==> config.mk <==
export PLATFORM = sky130hd
export DESIGN_NAME = gain_ramp_atten
export DESIGN_NICKNAME = d
export VERILOG_FILES = /design/src/rtl/gain_ramp_pkg.sv /design/src/rtl/gain_ramp_ctrl.sv /design/src/rtl/gain_ramp_dp.sv /design/src/rtl/gain_ramp_atten.sv
export SDC_FILE = /design/constraint.sdc
export NUM_CORES = 1
export LEC_CHECK = 0
export ABC_AREA = 1
export CAP_MARGIN = 20
export CORE_ASPECT_RATIO = 1.2
export CORE_UTILIZATION = 65
export DETAILED_ROUTE_END_ITERATION = 8
export GPL_ROUTABILITY_DRIVEN = 0
export PLACE_DENSITY = 0.81
export SLEW_MARGIN = 20
export SYNTH_ARGS = -nofsm -noshare
export SYNTH_HDL_FRONTEND = slang
export SYNTH_SLANG_ARGS = --single-unit
==> constraint.sdc <==
create_clock -name clk -period 22.8 [get_ports clk]
set_input_delay 4.56 -clock clk [delete_from_list [all_inputs] [get_ports clk]]
set_output_delay 4.56 -clock clk [all_outputs]
set_load 0.005 [all_outputs]
==> src/rtl/gain_ramp_pkg.sv <==
package gain_ramp_pkg;

  // Strobes from control to datapath; loadFull has priority over steps.
  typedef struct packed {
    logic loadFull;
    logic stepUp;
    logic stepDown;
  } gainCtrl_t;

endpackage

==> src/rtl/gain_ramp_ctrl.sv <==
module gain_ramp_ctrl
  import gain_ramp_pkg::*;
#(
  parameter int SYNC_STAGES = 2,
  parameter int RAMP_DIV    = 16
) (
  input  logic      clk,
  input  logic      rstN,
  input  logic      softMode,
  input  logic      dirMute,
  input  logic      stepClk,
  input  logic      fsTick,
  output gainCtrl_t ctrl
);

  localparam int TICK_W = (RAMP_DIV > 1) ? $clog2(RAMP_DIV) : 1;
  localparam logic [TICK_W-1:0] TICK_LAST = TICK_W'(RAMP_DIV - 1);

  logic [SYNC_STAGES-1:0] syncQ;
  logic                   stepPrev;
  logic                   modePrev;
  logic [TICK_W-1:0]      tickCnt;
  logic                   stepRise;
  logic                   modeFlip;
  logic                   rampHit;
  logic                   manualStep;
  logic                   anyStep;

  // Synchronizer chain for the asynchronous step clock
  generate
    if (SYNC_STAGES == 1) begin : g_sync1
      always_ff @(posedge clk) begin
        if (!rstN) syncQ <= '0;
        else       syncQ <= stepClk;
      end
    end else begin : g_syncN
      always_ff @(posedge clk) begin
        if (!rstN) syncQ <= '0;
        else       syncQ <= {syncQ[SYNC_STAGES-2:0], stepClk};
      end
    end
  endgenerate

  always_ff @(posedge clk) begin
    if (!rstN) begin
      stepPrev <= 1'b0;
      modePrev <= 1'b0;
    end else begin
      stepPrev <= syncQ[SYNC_STAGES-1];
      modePrev <= softMode;
    end
  end

  assign stepRise   = syncQ[SYNC_STAGES-1] & ~stepPrev;
  assign modeFlip   = softMode ^ modePrev;
  assign rampHit    = softMode & fsTick & (tickCnt == TICK_LAST);
  assign manualStep = ~softMode & stepRise;
  assign anyStep    = ~modeFlip & (manualStep | rampHit);

  // Ramp timer: counts sample ticks while in soft-mute mode
  always_ff @(posedge clk) begin
    if (!rstN || modeFlip || !softMode) begin
      tickCnt <= '0;
    end else if (fsTick) begin
      tickCnt <= rampHit ? '0 : tickCnt + 1'b1;
    end
  end

  always_comb begin
    ctrl.loadFull = modeFlip;
    ctrl.stepDown = anyStep & dirMute;
    ctrl.stepUp   = anyStep & ~dirMute;
  end

  // strobes never ask for both directions at once
  a_r3_one_direction: assert property (@(posedge clk) disable iff (!rstN)
    $onehot0({ctrl.stepUp, ctrl.stepDown}));

  // in soft-mute mode only a sample tick may cause a step
  a_r6_soft_ignores_step_clock: assert property (@(posedge clk) disable iff (!rstN)
    (softMode && !fsTick) |-> !(ctrl.stepUp || ctrl.stepDown));

  // a mode change never coincides with a step
  a_r5_reload_wins: assert property (@(posedge clk) disable iff (!rstN)
    ctrl.loadFull |-> !(ctrl.stepUp || ctrl.stepDown));

endmodule

==> src/rtl/gain_ramp_dp.sv <==
module gain_ramp_dp
  import gain_ramp_pkg::*;
#(
  parameter int DATA_W = 16,
  parameter int CODE_W = 6
) (
  input  logic                     clk,
  input  logic                     rstN,
  input  gainCtrl_t                ctrl,
  input  logic signed [DATA_W-1:0] sampleIn,
  input  logic                     sampleValid,
  output logic signed [DATA_W-1:0] sampleOut,
  output logic                     outValid,
  output logic [CODE_W-1:0]        gainCode
);

  localparam int PROD_W = DATA_W + CODE_W + 1;
  localparam logic [CODE_W-1:0] CODE_MAX = {CODE_W{1'b1}};
  localparam logic [PROD_W-1:0] FULL     = PROD_W'(2 ** CODE_W - 1);
  localparam logic [PROD_W-1:0] HALF     = PROD_W'((2 ** CODE_W - 1) / 2);

  logic signed [PROD_W-1:0] product;
  logic                     prodNeg;
  logic        [PROD_W-1:0] prodMag;
  logic        [PROD_W-1:0] quotMag;
  logic signed [PROD_W-1:0] quotSigned;
  logic signed [DATA_W-1:0] scaled;

  // Gain code counter with saturation
  always_ff @(posedge clk) begin
    if (!rstN || ctrl.loadFull) begin
      gainCode <= CODE_MAX;
    end else if (ctrl.stepDown && gainCode != '0) begin
      gainCode <= gainCode - 1'b1;
    end else if (ctrl.stepUp && gainCode != CODE_MAX) begin
      gainCode <= gainCode + 1'b1;
    end
  end

  // Scale: round(|s*c| / full) with the sign of the product
  always_comb begin
    product    = PROD_W'(sampleIn) * $signed({1'b0, gainCode});
    prodNeg    = product[PROD_W-1];
    prodMag    = prodNeg ? -product : product;
    quotMag    = (prodMag + HALF) / FULL;
    quotSigned = prodNeg ? -$signed(quotMag) : $signed(quotMag);
    scaled     = quotSigned[DATA_W-1:0];
  end

  always_ff @(posedge clk) begin
    if (!rstN) begin
      sampleOut <= '0;
      outValid  <= 1'b0;
    end else begin
      outValid <= sampleValid;
      if (sampleValid) sampleOut <= scaled;
    end
  end

  // reload strobe forces full gain
  a_r5_full_after_reload: assert property (@(posedge clk) disable iff (!rstN)
    ctrl.loadFull |=> gainCode == CODE_MAX);

  // a down step moves the code by exactly one
  a_r3_down_by_one: assert property (@(posedge clk) disable iff (!rstN)
    (ctrl.stepDown && !ctrl.loadFull && gainCode != '0) |=> gainCode == $past(gainCode) - 1'b1);

  // saturation at the bottom
  a_r4_floor_holds: assert property (@(posedge clk) disable iff (!rstN)
    (ctrl.stepDown && !ctrl.loadFull && gainCode == '0) |=> gainCode == '0);

  // saturation at the top
  a_r4_ceiling_holds: assert property (@(posedge clk) disable iff (!rstN)
    (ctrl.stepUp && gainCode == CODE_MAX) |=> gainCode == CODE_MAX);

  // zero gain gives silence
  a_r8_mute_is_zero: assert property (@(posedge clk) disable iff (!rstN)
    (sampleValid && gainCode == '0) |=> sampleOut == '0);

  // full gain passes the sample through
  a_r8_unity_passes: assert property (@(posedge clk) disable iff (!rstN)
    (sampleValid && gainCode == CODE_MAX) |=> sampleOut == $past(sampleIn));

endmodule

==> src/rtl/gain_ramp_atten.sv <==
module gain_ramp_atten
  import gain_ramp_pkg::*;
#(
  parameter int DATA_W      = 16,
  parameter int CODE_W      = 6,
  parameter int SYNC_STAGES = 2,
  parameter int RAMP_DIV    = 16
) (
  input  logic                     clk,
  input  logic                     rstN,
  input  logic signed [DATA_W-1:0] sampleIn,
  input  logic                     sampleValid,
  input  logic                     softMode,
  input  logic                     dirMute,
  input  logic                     stepClk,
  input  logic                     fsTick,
  output logic signed [DATA_W-1:0] sampleOut,
  output logic                     outValid,
  output logic [CODE_W-1:0]        gainCode
);

  gainCtrl_t ctrl;

  gain_ramp_ctrl #(
    .SYNC_STAGES(SYNC_STAGES),
    .RAMP_DIV   (RAMP_DIV)
  ) u_ctrl (
    .clk     (clk),
    .rstN    (rstN),
    .softMode(softMode),
    .dirMute (dirMute),
    .stepClk (stepClk),
    .fsTick  (fsTick),
    .ctrl    (ctrl)
  );

  gain_ramp_dp #(
    .DATA_W(DATA_W),
    .CODE_W(CODE_W)
  ) u_dp (
    .clk        (clk),
    .rstN       (rstN),
    .ctrl       (ctrl),
    .sampleIn   (sampleIn),
    .sampleValid(sampleValid),
    .sampleOut  (sampleOut),
    .outValid   (outValid),
    .gainCode   (gainCode)
  );

endmodule

==> results.sh <==
export IMPL_status="finished clean"
export IMPL_rows=51
export IMPL_yosys_cell_types_count=65
export IMPL_viasPerCell=5.25
export IMPL_end_kind="flop"
export IMPL_rsz0062_at_grt="no"
export IMPL_hold_viol_final=0
export IMPL_start_util_pct=66.8
export IMPL_worstPathMaxFanout=34
export IMPL_core_um2=16300
export IMPL_ys_ff_latch=31
export IMPL_synth_cells=1767
export IMPL_routedWlPerCell_um=12.9
export IMPL_post_route_drc_count=0
export IMPL_drt_iter0_drc=531
export IMPL_design_area_um2=11600
export IMPL_grt_max_degree=35
export IMPL_worstHoldPathType="flop to flop"
export IMPL_critical_path_max_stage_delay_ns=0.62
export IMPL_crit_top_cell="nand2_4"
export IMPL_fin_worst_skew_ns=0.00927
export IMPL_die_area_um2=17300
export IMPL_synth_seq_area_share_pct=5.68
export IMPL_crit_type="input port to flop"
export IMPL_relSlewSlack_pct=44.9
export IMPL_place_area_um2=11500
export IMPL_setup_tns_ns=0
export IMPL_num_fill_cells=1496
export IMPL_root_buffer="clkbuf_16"
export IMPL_slowest_stage="clkdlybuf4s50_1"
export IMPL_min_from="u_ctrl.syncQ[0]"
export IMPL_crit_path_start="sampleIn[15]"
export IMPL_antenna_found_initial=0
export IMPL_grt_pass1_wl_um=43700
export IMPL_clock_sinks=31
export IMPL_path_clk_slew_ns=0.06
export IMPL_syn_num_nets=1915
export IMPL_grt_pass1_vias=10200
export IMPL_die_width_um=120
export IMPL_arrival_ns=20.46
export IMPL_cts_tree="done"
export IMPL_drive_gt1_share_pct=18.3
export IMPL_htreeDepth=2
export IMPL_totalWireLength_um=25900
export IMPL_post_cts_resized=0
export IMPL_drv_cap=0
export IMPL_post_route_period_util_pct=88.9
export IMPL_dp_cells=2006
export IMPL_ant_nets=0
export IMPL_io_buffers=45
export IMPL_num_antenna_cells=0
export IMPL_timing_hold_ws_ns=0.412
export IMPL_setup_viol=0
export IMPL_netlist_area_um2=10900
export IMPL_critPathRequiredTime_ns=23.00
export IMPL_postCtsSetupBuffers=0
export IMPL_finalMaxSlewViolations=0
export IMPL_grt_use_total_pct=30.9
export IMPL_clock_latency_ns=0.29
export IMPL_clk_path_buf_depth=2
export IMPL_setup_worst_path_start_class="input port"
export IMPL_ios=46
export IMPL_r2r_start="u_dp.gainCode[2]"
export IMPL_die_h_um=144
export IMPL_hold_buffers=0
export IMPL_dr_total_vias=10600
export IMPL_numCtsBuffers=5
export IMPL_first_pass_iters=5
export IMPL_instances_no_fill=2014
export IMPL_nNetsFinal=1949
export IMPL_fmax_ghz=0.0494
export IMPL_worst_slew_pin_slew_ns=0.825
export IMPL_finalCriticalPeriod_ns=20.26
export IMPL_grt_overflow_total=0
export IMPL_yosys_warnings=0
export IMPL_syn_avg_cell_area_um2=6.18
export IMPL_layout_area_overhead_vs_synth_pct=6.64
export IMPL_dp_hpwl_um=22000
==> Yosys cell counts, drive strengths merged <==
master	count	area share (%)
a211oi	1	0.069
a21boi	4	0.27
a21oi	37	1.8
a31oi	7	0.40
a41oi	1	0.080
and2	3	0.19
buf	9	0.73
bufbuf	1	0.17
bufinv	2	0.32
clkbuf	11	0.65
clkinv	9	0.44
dfxtp	31	5.7
fa	68	12
ha	57	6.5
inv	394	14
mux2i	1	0.092
nand2	664	29
nand3	159	9.3
nand3b	4	0.39
nand4	32	2.0
nor2	146	7.2
nor3	8	0.41
nor3b	1	0.069
nor4	2	0.11
o2111ai	1	0.080
o211ai	6	0.41
o21a	2	0.14
o21ai	57	2.9
o21bai	3	0.31
o221ai	2	0.16
o311ai	1	0.080
o31ai	4	0.28
or2	2	0.11
xnor2	7	0.56
xor2	30	2.6
==> per-stage QoR <==
stage,setup slack [ns],utilization (%)
floorplan,4.97,-
global placement,2.73,70.3
detailed placement,2.35,70.3
CTS,2.62,71.3
global route,1.11,71.3
finish,2.54,71.3
==> critical path: cells and delay by family <==
kind            cells  cell delay [ns]
compound gates      8             1.32
xor+xnor            1             0.15
fa+ha+maj           8             3.07
buf+inv            12             1.36
simple gates       90             9.96
==> worst paths after layout <==
check | end | slack [ns] | depth (start not counted)
max | u_dp.sampleOut[14] | 2.54 | 119
min | u_ctrl.syncQ[1] | 0.41 | 2
max reg2reg | u_dp.sampleOut[14] | 6.49 | 118
min reg2reg | u_ctrl.syncQ[1] | 0.41 | 2
==> kinds of logic after synthesis <==
logic type / share of synthesized area, %
AND/OR/NAND/NOR: 49.1
buffers and inverters: 15.9
flip-flops: 5.68
AO/OA/AOI/OAI: 7.04
multiplexers: 0.0917
adder cells (fa/ha/maj): 19.0
XOR/XNOR: 3.14
==> registers in the layout, indices dropped and copies added (netlist names) <==
| name | count |
|---|---|
| u_ctrl.tickCnt | 4 |
| u_ctrl.modePrev | 1 |
| u_dp.gainCode | 6 |
| u_ctrl.stepPrev | 1 |
| u_dp.outValid | 1 |
| u_ctrl.syncQ | 2 |
| u_dp.sampleOut | 16 |
==> layout by cell type, fill, tap and decap left out, types with 7 or more instances in the layout <==
cell / n
a21oi_1: 33
a31oi_1: 7
clkdlybuf4s50_1: 45
dfxtp_1: 31
fa_1: 68
ha_1: 57
inv_1: 360
inv_2: 32
nand2_1: 493
nand2_2: 115
nand2_4: 56
nand3_1: 121
nand3_2: 34
nand4_1: 30
nor2_1: 96
nor2_2: 30
nor2_4: 19
nor3_1: 7
o21ai_0: 31
o21ai_1: 19
xnor2_1: 7
xor2_1: 29
==> final cells by class <==
class / count / area, µm² / area share [%]
clock buffers: 8 / 156 / 1.34
inverters: 405 / 1570 / 13.5
multi-input cells: 1310 / 8560 / 73.5
flip-flops and latches: 31 / 621 / 5.33
well taps: 212 / 265 / 2.28
repair buffers: 48 / 473 / 4.06
==> routing by layer <==
layer | wire [µm] | GRT usage (%) | vias to the layer above
met5 | 0 | 0 | -
met4 | 933 | 12.9 | 0
met3 | 856 | 3.33 | 69
met2 | 13700 | 61.2 | 247
met1 | 10500 | 32.6 | 4797
li1 | - | - | 5459
Power is left out: the tool's default activity adds up to more than one toggle a clock period on the data nets, which glitch-free logic cannot reach.
